File: src/rtl/bna_pkg.sv
package bna_pkg;
  typedef enum logic [1:0] {
    SRC_DISP      = 2'b00,
    SRC_LINK      = 2'b01,
    SRC_COUNT     = 2'b10,
    SRC_COUNT_ALT = 2'b11
  } tgt_src_e;
endpackage

File: src/rtl/bna_target.sv
module bna_target #(
  parameter int AW = 64,
  parameter int AB = 2
) (
  input  logic [AW-1:0]        pc,
  input  logic [AW-1:0]        disp,
  input  logic                 abs_en,
  input  logic [AW-1:0]        link,
  input  logic [AW-1:0]        count,
  input  bna_pkg::tgt_src_e    sel,
  output logic [AW-1:0]        target
);
  localparam logic [AW-1:0] ALIGN_MASK = ~((AW'(1) << AB) - AW'(1));

  logic [AW-1:0] disp_tgt;

  always_comb begin
    disp_tgt = abs_en ? disp : pc + disp;
    unique case (sel)
      bna_pkg::SRC_DISP:  target = disp_tgt;
      bna_pkg::SRC_LINK:  target = link & ALIGN_MASK;
      default:            target = count & ALIGN_MASK;
    endcase
  end

  // register-sourced targets come out aligned
  always_comb begin
    if (sel != bna_pkg::SRC_DISP)
      AST_REG_ALIGNED: assert (target[AB-1:0] == '0);
  end
endmodule

File: src/rtl/bna_count.sv
module bna_count #(
  parameter int AW = 64,
  parameter int LW = 32
) (
  input  logic [AW-1:0] count_in,
  input  logic          dec_en,
  input  logic          test_zero,
  input  logic          mode64,
  output logic [AW-1:0] count_out,
  output logic          ctr_ok
);
  logic [AW-1:0] tested;
  logic [AW-1:0] low_mask;

  generate
    if (LW < AW) begin : g_narrow
      assign low_mask = {{(AW-LW){mode64}}, {LW{1'b1}}};
    end else begin : g_full
      assign low_mask = '1;
    end
  endgenerate

  always_comb begin
    count_out = dec_en ? count_in - AW'(1) : count_in;
    tested    = count_out & low_mask;
    if (!dec_en)
      ctr_ok = 1'b1;
    else if (test_zero)
      ctr_ok = (tested == '0);
    else
      ctr_ok = (tested != '0);
  end
endmodule

File: src/rtl/bna_resolve.sv
module bna_resolve #(
  parameter int AW   = 64,
  parameter int LW   = 32,
  parameter int STEP = 4
) (
  input  logic [AW-1:0] pc,
  input  logic [AW-1:0] target,
  input  logic          uncond,
  input  logic          cond_ok,
  input  logic          ctr_ok,
  input  logic          mode64,
  output logic          taken,
  output logic [AW-1:0] next_addr
);
  logic [AW-1:0] mode_mask;
  logic [AW-1:0] raw_next;

  generate
    if (LW < AW) begin : g_narrow
      assign mode_mask = {{(AW-LW){mode64}}, {LW{1'b1}}};
    end else begin : g_full
      assign mode_mask = '1;
    end
  endgenerate

  always_comb begin
    taken     = uncond | (cond_ok & ctr_ok);
    raw_next  = taken ? target : pc + AW'(STEP);
    next_addr = raw_next & mode_mask;
  end
endmodule

File: src/rtl/branch_next_addr.sv
module branch_next_addr #(
  parameter int ADDR_W     = 64,
  parameter int NARROW_W   = 32,
  parameter int INSN_BYTES = 4,
  parameter int ALIGN_BITS = 2
) (
  input  logic              clk,
  input  logic              rst_n,
  input  logic              req_valid,
  output logic              req_ready,
  input  logic [ADDR_W-1:0] req_pc,
  input  logic [ADDR_W-1:0] req_disp,
  input  logic              req_abs,
  input  logic [ADDR_W-1:0] req_link,
  input  logic [ADDR_W-1:0] req_count,
  input  logic [1:0]        req_tgt_sel,
  input  logic              req_cond_ok,
  input  logic              req_uncond,
  input  logic              req_ctr_dec,
  input  logic              req_ctr_zero,
  input  logic              req_mode64,
  output logic              rsp_valid,
  input  logic              rsp_ready,
  output logic [ADDR_W-1:0] rsp_next_addr,
  output logic              rsp_taken,
  output logic [ADDR_W-1:0] rsp_count
);
  bna_pkg::tgt_src_e sel;
  logic [ADDR_W-1:0] target;
  logic [ADDR_W-1:0] count_nxt;
  logic [ADDR_W-1:0] next_addr;
  logic              ctr_ok;
  logic              taken;
  logic              accept;

  assign sel       = bna_pkg::tgt_src_e'(req_tgt_sel);
  assign req_ready = !rsp_valid || rsp_ready;
  assign accept    = req_valid && req_ready;

  bna_target #(.AW(ADDR_W), .AB(ALIGN_BITS)) u_target (
    .pc     (req_pc),
    .disp   (req_disp),
    .abs_en (req_abs),
    .link   (req_link),
    .count  (req_count),
    .sel    (sel),
    .target (target)
  );

  bna_count #(.AW(ADDR_W), .LW(NARROW_W)) u_count (
    .count_in  (req_count),
    .dec_en    (req_ctr_dec),
    .test_zero (req_ctr_zero),
    .mode64    (req_mode64),
    .count_out (count_nxt),
    .ctr_ok    (ctr_ok)
  );

  bna_resolve #(.AW(ADDR_W), .LW(NARROW_W), .STEP(INSN_BYTES)) u_resolve (
    .pc        (req_pc),
    .target    (target),
    .uncond    (req_uncond),
    .cond_ok   (req_cond_ok),
    .ctr_ok    (ctr_ok),
    .mode64    (req_mode64),
    .taken     (taken),
    .next_addr (next_addr)
  );

  always_ff @(posedge clk or negedge rst_n) begin
    if (!rst_n) begin
      rsp_valid     <= 1'b0;
      rsp_next_addr <= '0;
      rsp_taken     <= 1'b0;
      rsp_count     <= '0;
    end else if (accept) begin
      rsp_valid     <= 1'b1;
      rsp_next_addr <= next_addr;
      rsp_taken     <= taken;
      rsp_count     <= count_nxt;
    end else if (rsp_ready) begin
      rsp_valid     <= 1'b0;
    end
  end

  AST_READY_WHEN_EMPTY: assert property (@(posedge clk) disable iff (!rst_n)
    !rsp_valid |-> req_ready);
  AST_ONE_CYCLE: assert property (@(posedge clk) disable iff (!rst_n)
    accept |=> rsp_valid);
  AST_HOLD_STALLED: assert property (@(posedge clk) disable iff (!rst_n)
    rsp_valid && !rsp_ready |=> rsp_valid && $stable(rsp_next_addr) && $stable(rsp_taken) && $stable(rsp_count));
  AST_UNCOND_TAKEN: assert property (@(posedge clk) disable iff (!rst_n)
    accept && req_uncond |=> rsp_taken);
  AST_COND_GATES: assert property (@(posedge clk) disable iff (!rst_n)
    accept && !req_uncond && !req_cond_ok |=> !rsp_taken);
  AST_FALL_THROUGH: assert property (@(posedge clk) disable iff (!rst_n)
    accept && !req_uncond && !req_cond_ok && req_mode64 |=> rsp_next_addr == $past(req_pc) + ADDR_W'(INSN_BYTES));
  AST_NARROW_MASK: assert property (@(posedge clk) disable iff (!rst_n)
    accept && !req_mode64 |=> (rsp_next_addr >> NARROW_W) == '0);
  AST_COUNT_DEC: assert property (@(posedge clk) disable iff (!rst_n)
    accept && req_ctr_dec |=> rsp_count == $past(req_count) - ADDR_W'(1));
endmodule

File: config.mk
export PLATFORM = sky130hd
export DESIGN_NAME = branch_next_addr
export DESIGN_NICKNAME = d
export VERILOG_FILES = /design/src/rtl/bna_pkg.sv /design/src/rtl/bna_target.sv /design/src/rtl/bna_count.sv /design/src/rtl/bna_resolve.sv /design/src/rtl/branch_next_addr.sv
export SDC_FILE = /design/constraint.sdc
export NUM_CORES = 1
export LEC_CHECK = 0
export BUFFER_PORTS_ARGS = -buffer_cell sky130_fd_sc_hd__buf_4
export CAP_MARGIN = 20
export CELL_PAD_IN_SITES_DETAIL_PLACEMENT = 0
export CELL_PAD_IN_SITES_GLOBAL_PLACEMENT = 1
export CORE_MARGIN = 8
export CORE_UTILIZATION = 43
export DETAILED_ROUTE_END_ITERATION = 10
export GPL_ROUTABILITY_DRIVEN = 1
export GPL_TIMING_DRIVEN = 0
export MAX_ROUTING_LAYER = met4
export PLACE_DENSITY = 0.89
export SLEW_MARGIN = 20
export SYNTH_ARGS = -nofsm -noshare
export SYNTH_HDL_FRONTEND = slang
export SYNTH_HIERARCHICAL = 1
export SYNTH_SLANG_ARGS = --single-unit
File: constraint.sdc
create_clock -name clk -period 2.92 [get_ports clk]
set_input_delay 0.146 -clock clk [delete_from_list [all_inputs] [get_ports clk]]
set_output_delay 0.146 -clock clk [all_outputs]
set_load 0.1 [all_outputs]
Word-level counts from Yosys, hierarchy flattened
Cells that the tools add are included.
- bits in registers: 130
- latch bits: 0
- memory bits (writable): 0
- ROM bits: 0
- output and inout port bits: 131
- logic and storage cells: 27
- memories: 0
- $add $sub $neg: 3
- $mul: 0
- divide/modulo/power cells: 0
- magnitude comparators: 0
- equality and inequality tests: 1
- shift-type cells: 0
- mux-type cells: 8
- bitwise operators: 4
- reductions and logical operators: 7
- operator list (cell ; number):
    2-to-1 mux 64 bit ; 3
    AND 64 bit ; 2
    case mux 64 bit (2 select lines) ; 1
    adder 64 x 3 -> 64 bit, second input constant ; 1
    adder 64 bit ; 1
    zero test 64 bit ; 1
    nonzero test 64 bit ; 1
    subtractor 64 x 1 -> 64 bit, second input constant ; 1
    2-to-1 mux 1 bit ; 4
    == test 2 x 1 -> 1 bit, second input constant ; 1
    zero test 2 bit ; 1
    nonzero test 2 bit ; 1
    AND 1 bit ; 1
    logical AND 1 bit ; 1
    zero test 1 bit ; 1
    logical OR 1 bit ; 1
    OR 1 bit ; 1

Logic depth before layout (Yosys ltp)
Gate-level depths: netlist of run 1.
- word-level depth: 10
- gate-level depth with buffers: 20
- mapped depth without buffers: 16

Hierarchy
The synthesis of run 1 kept the hierarchy.
- by module, submodules not included (module ; instances ; cells an instance ; area an instance (sq um)):
    bna_target ; 1 ; 829 ; 5424.0
    branch_next_addr ; 1 ; 276 ; 5262.5
    bna_resolve ; 1 ; 364 ; 2104.5
    bna_count ; 1 ; 270 ; 1779.2

Least setup slack after synthesis of run 1
Ideal clock, no wire load.
- path type: input to register
- start: input req_count[17]
- end: register rsp_next_addr[2]
- arrival: 4.329 ns
- data required time: 2.795 ns
- path slack: -1.534 ns
- cell stages on the path: 16
- path buffers: 3
- path through: or4_4 or4_1 buf_2 or4_1 xnor2_1 or4_1 nor4_1 nand4_1 and3_1 nor4_2 a21oi_1 inv_1 clkbuf_1 buf_1 o21ai_0 mux2_4
- word-level cells in the longest chain between the ends: 10
- ends and longest elaborated chain (what ; RTL line ; RTL):
    start, declared ; branch_next_addr.sv:15 ; input logic [ADDR_W-1:0] req_count,
    subtractor 64 x 1 -> 64 bit (*) ; bna_count.sv:24 ; count_out = dec_en ? count_in - AW'(1) : count_in;
    2-to-1 mux 64 bit (*) ; bna_count.sv:24 ;
    net count_nxt[22] ; branch_next_addr.sv:30 ; logic [ADDR_W-1:0] count_nxt;
    AND 64 bit (*) ; bna_count.sv:25 ; tested = count_out & low_mask;
    nonzero test 64 bit / zero test 64 bit (equally long branches) ; bna_count.sv:31, bna_count.sv:29 ;
    2-to-1 mux 1 bit (*) ; bna_count.sv:28 ; else if (test_zero)
    2-to-1 mux 1 bit (*) ; bna_count.sv:26 ; if (!dec_en)
    net ctr_ok ; branch_next_addr.sv:32 ; logic ctr_ok;
    AND 1 bit (*) ; bna_resolve.sv:27 ; taken = uncond | (cond_ok & ctr_ok);
    OR 1 bit (*) ; bna_resolve.sv:27 ;
    net taken ; branch_next_addr.sv:33 ; logic taken;
    2-to-1 mux 64 bit (*) ; bna_resolve.sv:28 ; raw_next = taken ? target : pc + AW'(STEP);
    AND 64 bit (*) ; bna_resolve.sv:29 ; next_addr = raw_next & mode_mask;
    net next_addr[2] ; branch_next_addr.sv:31 ; logic [ADDR_W-1:0] next_addr;
    end signal, assigned ; branch_next_addr.sv:78 ; rsp_next_addr <= next_addr;
    end, declared ; branch_next_addr.sv:24 ; output logic [ADDR_W-1:0] rsp_next_addr,
Mark *: on every way through the listed nets, which the timed path passes. The rest lies on a longest branch.
A chain may end at the register's enable or synchronous reset.

Worst setup path after layout of run 1
- start: input req_count[13]
- end: register rsp_next_addr[23]
- word-level cells in the longest chain between the ends: 10
- ends and longest elaborated chain (what ; RTL line):
    subtractor 64 x 1 -> 64 bit (*) ; bna_count.sv:24
    2-to-1 mux 64 bit (*) ; bna_count.sv:24
    net count_nxt[19] ; branch_next_addr.sv:30
    AND 64 bit (*) ; bna_count.sv:25
    nonzero test 64 bit / zero test 64 bit (equally long branches) ; bna_count.sv:31, bna_count.sv:29
    2-to-1 mux 1 bit (*) ; bna_count.sv:28
    2-to-1 mux 1 bit (*) ; bna_count.sv:26
    net ctr_ok ; branch_next_addr.sv:32
    AND 1 bit (*) ; bna_resolve.sv:27
    OR 1 bit (*) ; bna_resolve.sv:27
    2-to-1 mux 64 bit (*) ; bna_resolve.sv:28
    AND 64 bit (*) ; bna_resolve.sv:29
    net next_addr[23] ; branch_next_addr.sv:31
Marks and branches as above.

==> summary.md, run 1 <==
| Metric | Value |
|---|---|
| Status | `finished, violations left` |
| Failing checks | `negative setup slack` |
| Hold path startpoint | `req_pc[0]` |
| Power Internal | `5.13 mW` |
| Vias per cell | `6.19` |
| Core Rows | `between 60 and 70` |
| Critical Path Sink Type | `register` |
| Htree depth | `4` |
| Aggregate routed wire length | `71,000 µm` |
| DR top layer | `met4` |
| Worst slew pin tran | `1.02 ns` |
| Root Buffer | `clkbuf_16` |
| Setup violators final | `65` |
| Top FF cell, synth | `dfrtp_1` |
| Setup TNS | `-83.62 ns` |
| Final period util | `146%` |
| Mean Syn Cell Area | `around 8.4 µm²` |
| # clock sinks | `130` |
| Finished Layout Cells | `2,636` |
| Fin Clk Skew | `0.0121 ns` |
| Peak Freq | `0.235 GHz` |
| GRT overflow | `0` |
| Placed instance count | `2,583` |
| Initial Util | `between 40 and 50%` |
| Static Leak | `8.73 nW` |
| Vias | `16,300` |
| Post-Place Setup Slack | `-2.31 ns` |
| Design Power | `about 10 mW` |
| Cts bufs inserted | `17` |
| Sequential Power Share | `22.4%` |
| Number of synthesized flops with an enable pin | `0` |
| Final min period | `4.26 ns` |
| Cell area after synthesis | `14,600 µm²` |
| CORE AREA | `33,400 µm²` |
| Switching share of power | `around 51%` |
| Endpoints failing hold | `0` |
| Drc violations | `0` |
| Filler cells | `3,016` |
| Crit path required time | `3.25 ns` |
| Peak supply drop | `approximately 0.5 mV` |
| Nets | `2,507` |
| CTS max path bufs | `2` |
| Die width | `200 µm` |
| WL met2 | `~32,000 µm` |
| Worst setup SP type | `input port` |
| Gr usage total | `35.0%` |
| Initial antenna violation count | `2` |
| Synth top area share | `22.3%` |
| Main area contributors after synthesis | `dfrtp_1 (22%), mux2_4 (10%), xnor2_1 (6.4%)` |
| WP data arrival | `4.59 ns` |
| Gp weighted congestion | `1.01` |
| Drt pass-1 iters | `6` |
| Hpwl dp | `57,700 µm` |
| P&R area growth vs syn | `35.0%` |
| First-pass GRT wire length | `between 100,000 and 150,000 µm` |
| Register Area | `3250 µm²` |
| Worst-path clk slew | `0.07 ns` |
| Combinational share of power | `56.2%` |
| Syn_nets | `2,073` |
| Die height | `200 µm` |
| Wire per inst | `26.9 µm` |
| Most area-hungry cell type in the Yosys netlist | `dfrtp_1` |
| DR WL met3 | `between 6000 and 7000 µm` |
| Worst path slowest cell | `nor4_1` |
| Power density cells | `528 nW/µm²` |
| Final Slew Violations | `0` |
| Final core utilization | `58.8%` |
| Slew Limit Headroom | `31.7%` |
| Post-synth cell types | `just under 90` |
| DRT iter0 DRCs | `roughly 1,500` |
| WL met1 | `just under 30,000 µm` |
| Worst R2R Start | `rsp_valid$_DFFE_PN0P_` |
| Cells after Synth | `1,739` |
| Crit Path Max Fanout | `7` |
| Most common cell after layout, fill and taps aside | `buf_4` |
| Number of max-cap violations | `0` |
| Final WS setup | `-1.34 ns` |
| # port buffers | `~400` |
| Commonest non-fill, non-tap cells in the layout | `buf_4 (400), nand2_1 (201), dfrtp_1 (130)` |
| Clk_lat worst skew | `between 0.4 and 0.5 ns` |
| IO Pins | `around 400` |
| Worst Setup Path Type | `input port to register` |
| Clock power frac | `21.4%` |
| Die area | `between 40,000 and 50,000 µm²` |
| Asr flop ratio synth | `100%` |
| RSZ-0062 raised after global routing | `true` |
| Layout cells sized above 1 | `around a third` |
| Beginning of the critical path | `req_count[13]` |
| Seq/Total Area, Yosys | `22.3%` |
| Cells along the critical path | `buf_8 > nor4_1 > nand3b_1 > or3_1 > clkbuf_1 > xnor2_1 > a2111o_1 > nor4_4 > nand4_1 > buf_4 > and4b_1 > nor4_2 > a21oi_2 > buf_6 > inv_8 > clkbuf_16 > clkbuf_16 > nand2_1 > o21ai_1 > mux2_4` |
| Slowest cell delay on critical path | `0.71 ns` |
| TritonCTS clock tree | `done` |
| Yosys reg bits | `130` |
| Largest net degree at the start of global routing | `76` |
| Post-route ant nets | `0` |
| Worst min path class | `input port to register` |
| Multi-input logic area | `11,200 µm²` |
| Yosys warns | `6` |
| Most Frequent Cell on Critical Path | `clkbuf_16` |
| NetSw | `between 5 and 6 mW` |
| Vias in the first global route | `around 16,000` |
[worst max-delay path: cells and delay by family]
family          cells  cell delay (ns)
simple gates        8             2.13
buf+inv             7             1.14
compound gates      3             0.68
mux                 1             0.27
xor+xnor            1             0.22
[state kept, by name (all words and copies together), names as in the netlist]
signal / count
rsp_count: 64
rsp_next_addr: 64
rsp_taken: 1
rsp_valid: 1
[cells in the mapped netlist, types with 11 or more instances]
library cell and count:
nand4_1 34, o31ai_1 11, xor2_1 65, xnor2_1 107
o21a_1 11, dfrtp_1 130, o211ai_1 19, or4_1 12
clkbuf_1 53, or3_1 15, buf_6 15, o21ai_0 145
ha_1 65, a31oi_1 12, a22oi_1 34, mux2_2 29
a21o_1 46, mux2_4 101, inv_1 33, nand2_1 224
nor3_1 61, nor4_1 39, nand3_1 53, and3_1 19
o221ai_1 30, a21oi_1 108, nor2_1 100
[per-stage QoR]
stage / hold slack, ns / instance area [µm²]
finish: 0.0826 / 19700
global route: 0.0875 / 19700
CTS: 0.0744 / 19400
global placement: 0.361 / 18200
detailed placement: 0.149 / 18200
floorplan: -0.150 / 14600
[logic make-up after synthesis]
kind of cell,Yosys count,share of synthesized area (%)
AO/OA/AOI/OAI,475,21.0
XOR/XNOR,172,10.3
adder cells (fa/ha/maj),66,5.72
buffers and inverters,122,4.66
flip-flops,130,22.3
multiplexers,140,13.3
AND/OR/NAND/NOR,634,22.6
[routing by layer]
metal  vias to the layer above  GRT usage (%)
met5                         -              -
met4                         0           16.1
met3                       192           7.39
met2                       871           53.2
met1                      7899           44.2
li1                       7346              -
[path summary, 6_finish.rpt]
path	slack (ns)	to	cells after the start
min	0.08	rsp_next_addr[0]$_DFFE_PN0P_	4
min reg2reg	0.51	rsp_next_addr[53]$_DFFE_PN0P_	1
max	-1.34	rsp_next_addr[23]$_DFFE_PN0P_	20
max reg2reg	1.43	rsp_next_addr[10]$_DFFE_PN0P_	5
max in group asynchronous	1.89	rsp_next_addr[63]$_DFFE_PN0P_	3
min in group asynchronous	0.26	rsp_next_addr[9]$_DFFE_PN0P_	2
[power by group through the flow]
stage | combinational [mW] | sequential [mW] | clock [mW]
global placement | 5.55 | 2.33 | 0
global route | 6.04 | 2.35 | 2.29
floorplan | 1.73 | 4.50 | 0
finish | 5.84 | 2.33 | 2.23
detailed placement | 5.59 | 2.34 | 0
CTS | 5.71 | 2.32 | 2.24
[final cells by class]
cell class / instances / area share, %
repair buffers: 417 / 16.5
well taps: 448 / 2.85
inverters: 33 / 0.668
diodes: 2 / 0.0254
clock buffers: 17 / 2.16
plain buffers: 87 / 3.73
multi-input cells: 1487 / 56.7
flip-flops and latches: 130 / 16.5
clock inverters: 15 / 0.865
[timing repair]
action	4_1_cts	5_1_grt
endpoints found under the hold margin	56	0
hold buffers	3	0
setup endpoints to repair	66	65
resized for setup	122	69
buffers inserted	7	5
cloned	6	0
pin swaps	15	11
Note: power is estimated with default switching activity, not from simulation.
==> inputs of run 2 (changes only) <==
--- a/config.mk
+++ b/config.mk
@@ -6,16 +6,17 @@
 export NUM_CORES = 1
 export LEC_CHECK = 0
 export BUFFER_PORTS_ARGS = -buffer_cell sky130_fd_sc_hd__buf_4
-export CAP_MARGIN = 20
+export CAP_MARGIN = 25
 export CELL_PAD_IN_SITES_DETAIL_PLACEMENT = 0
 export CELL_PAD_IN_SITES_GLOBAL_PLACEMENT = 1
 export CORE_MARGIN = 8
-export CORE_UTILIZATION = 43
+export CORE_UTILIZATION = 36
 export DETAILED_ROUTE_END_ITERATION = 10
 export GPL_ROUTABILITY_DRIVEN = 1
 export GPL_TIMING_DRIVEN = 0
+export HOLD_SLACK_MARGIN = 0.02
 export MAX_ROUTING_LAYER = met4
-export PLACE_DENSITY = 0.89
+export PLACE_DENSITY = 0.8
 export SLEW_MARGIN = 20
 export SYNTH_ARGS = -nofsm -noshare
 export SYNTH_HDL_FRONTEND = slang
==> constraint.sdc (replaced) <==
create_clock -name clk -period 3.71 [get_ports clk]
set_input_delay 0.1855 -clock clk [delete_from_list [all_inputs] [get_ports clk]]
set_output_delay 0.1855 -clock clk [all_outputs]
set_load 0.1 [all_outputs]
==> run 2 against run 1 <==
Compared with the run above: clock skew increased by 0.014 ns; via count decreased by 1.4%; critical path depth decreased by 1; power decreased by 19%; critical endpoint is now rsp_next_addr[35]$_DFFE_PN0P_; the flow still finishes with violations (negative setup slack); sequential share of layout area decreased by 0.44 points; final cell count increased by 3.4%; clock-buffer cell count increased by 1; core utilization decreased by 8.1 points; final area increased by 2.7%.
==> summary.md, run 2 (same netlist as run 1, synthesis figures left out) <==
| Metric | Value |
|---|---|
| Status | `finished, violations left (unchanged)` |
| Failing checks | `negative setup slack (unchanged)` |
| IO Pins | `399 (unchanged)` |
| WP data arrival | `4.61 ns (was 4.59 ns)` |
| Drt pass-1 iters | `7 (was 6)` |
| DRT iter0 DRCs | `1,519 (was 1,469)` |
| Power density cells | `415 nW/µm² (was 528 nW/µm²)` |
| Final Slew Violations | `0 (unchanged)` |
| TritonCTS clock tree | `done (unchanged)` |
| Aggregate routed wire length | `73,500 µm (was 71,000 µm)` |
| Nets | `2,515 (was 2,507)` |
| # clock sinks | `130 (unchanged)` |
| # port buffers | `395 (unchanged)` |
| Layout cells sized above 1 | `36.5% (was 34.5%)` |
| Worst-path clk slew | `0.07 ns (about the same)` |
| Cts bufs inserted | `17 (unchanged)` |
| Die width | `217 µm (was 200 µm)` |
| Crit Path Max Fanout | `7 (unchanged)` |
| Final core utilization | `50.7% (was 58.8%)` |
| Reg2reg setup slack | `2.23 ns (was 1.43 ns)` |
| Commonest non-fill, non-tap cells in the layout | `buf_4 (399), nand2_1 (193), dfrtp_1 (130) (was buf_4 (400), nand2_1 (201), dfrtp_1 (130))` |
| Fin area | `20,200 µm² (was 19,700 µm²)` |
| Register Area | `3250 µm² (unchanged)` |
| Largest net degree at the start of global routing | `79 (was 76)` |
| Grt met3 use | `4.79% (was 7.39%)` |
| Hold path startpoint | `req_pc[0] (unchanged)` |
| P&R area growth vs syn | `38.7% (was 35.0%)` |
| Worst setup SP type | `input port (unchanged)` |
| Cell area after placement | `18,300 µm² (was 18,200 µm²)` |
| Vias | `16,100 (was 16,300)` |
| Worst min path class | `input port to register (unchanged)` |
| Number of max-cap violations | `0 (unchanged)` |
| Fin Clk Skew | `0.0263 ns (was 0.0121 ns)` |
| GRT overflow | `0 (unchanged)` |
| Hpwl dp | `60,200 µm (was 57,700 µm)` |
| Vias per cell | `5.90 (was 6.19)` |
| CTS max path bufs | `2 (unchanged)` |
| Design Power | `8.39 mW (was 10.4 mW)` |
| Regs by FF count | `rsp_count (64), rsp_next_addr (64) (unchanged)` |
| RSZ-0062 raised after global routing | `true (unchanged)` |
| Vias in the first global route | `15,900 (was 16,400)` |
| Gp weighted congestion | `1.00 (was 1.01)` |
| Multi-input logic area | `11,400 µm² (was 11,200 µm²)` |
| Post-route ant nets | `0 (unchanged)` |
| Placed instance count | `2,661 (was 2,583)` |
| Die height | `217 µm (was 200 µm)` |
| Beginning of the critical path | `req_count[0] (was req_count[13])` |
| Finished Layout Cells | `2,725 (was 2,636)` |
| Core Rows | `73 (was 67)` |
| Clk_lat worst skew | `0.47 ns (was 0.45 ns)` |
| Slew Limit Headroom | `29.0% (was 31.7%)` |
| Peak supply drop | `0.385 mV (was 0.487 mV)` |
| Final period util | `115%` |
| Worst Setup Path Type | `input port to register (unchanged)` |
| Final WS setup | `-0.541 ns (was -1.34 ns)` |
| Setup TNS | `-30.12 ns (was -83.62 ns)` |
| Final min period | `4.25 ns` |
| Peak Freq | `~0.24 GHz` |
| Worst Hold Slack | `0.0941 ns (was 0.0826 ns)` |
| Initial antenna violation count | `8 (was 2)` |
| Worst R2R Start | `rsp_valid$_DFFE_PN0P_ (unchanged)` |
| Gr usage total | `30.3% (was 35.0%)` |
| Root Buffer | `clkbuf_16 (unchanged)` |
| Endpoints failing hold | `0 (unchanged)` |
| Grt peak-use layer | `met2 (unchanged)` |
| Most common cell after layout, fill and taps aside | `buf_4 (unchanged)` |
| Setup violators final | `65 (unchanged)` |
| Worst slew pin tran | `1.06 ns (was 1.02 ns)` |
| Wire per inst | `27.0 µm (was 26.9 µm)` |
| Filler cells | `3,907 (was 3,016)` |
| Initial Util | `36.6% (was 43.6%)` |
| Critical Path Sink Type | `register (unchanged)` |
| Static Leak | `8.87 nW (was 8.73 nW)` |
| Drc violations | `0 (unchanged)` |
| CORE AREA | `39,800 µm² (was 33,400 µm²)` |
| Die area | `47,200 µm² (was 40,000 µm²)` |
| Htree depth | `4 (unchanged)` |
| Crit path required time | `4.07 ns (was 3.25 ns)` |
| Met2 GRT Util | `46.3% (was 53.2%)` |
| First-pass GRT wire length | `105,000 µm (was 102,000 µm)` |
| Post-Place Setup Slack | `-1.65 ns (was -2.31 ns)` |
| GR met1 Demand/Resource | `40.2% (was 44.2%)` |
-- run 2: changes by cell type in the layout (fill, tap and decap cells not counted), sizes merged --
cell / delta
buf: +8
diode: +4
inv: -3
bufinv: +2
clkinv: -2
clkinvlp: +2
clkbuf: +1
-- run 2: report_power, final --
part / switching (mW) / internal (mW) / total (mW) / leakage, nW
Clock: 0.763 / 1.15 / 1.91 / 0.302
Sequential: 0.161 / 1.66 / 1.82 / 1.57
Combinational: 3.24 / 1.42 / 4.66 / 7.00
Total: 4.17 / 4.23 / 8.39 / 8.87
-- run 2: layer usage --
metal,up-vias,wire (µm)
met5,-,0
met4,0,2450
met3,117,5260
met2,730,33300
met1,7860,32500
li1,7365,-
-- run 2: path summary, 6_finish.rpt --
kind	to	cells after the start
max	rsp_next_addr[35]$_DFFE_PN0P_	19
max in group asynchronous	rsp_count[55]$_DFFE_PN0P_	3
min in group asynchronous	rsp_next_addr[20]$_DFFE_PN0P_	2
max reg2reg	rsp_next_addr[31]$_DFFE_PN0P_	5
min	rsp_next_addr[0]$_DFFE_PN0P_	4
min reg2reg	rsp_count[3]$_DFFE_PN0P_	1
-- run 2: worst max-delay path, cell delays in order --
cell and delay, ns:
clkbuf_1 0.17, inv_1 0.14, ha_1 0.34, nor4b_1 0.37, and4_1 0.37, and2_2 0.28, xor2_1 0.11, or4_4 0.55
nor4_2 0.15, nand4_1 0.27, and3_4 0.27, nor4_4 0.34, a21oi_2 0.13, buf_4 0.16, buf_8 0.13, clkbuf_16 0.16
o21ai_4 0.12, a21oi_2 0.07, mux2_4 0.27
-- run 2: final cells by class --
cell class,instances,area share [%]
antenna,6,0.0743
buffer,87,3.67
timing repair buffer,425,16.9
multi-input combinational,1487,56.2
clock inverter,14,0.997
inverter,33,0.638
tap,525,3.25
clock buffer,18,2.17
sequential,130,16.1
-- run 2: repair_timing --
action | in CTS | in global routing
pin swaps | 17 | 22
resized for setup | 118 | 141
endpoints found under the setup margin | 65 | 65
hold buffers | 3 | 0
buffers inserted | 10 | 5
endpoints found under the hold margin | 53 | 0
cloned | 4 | 6
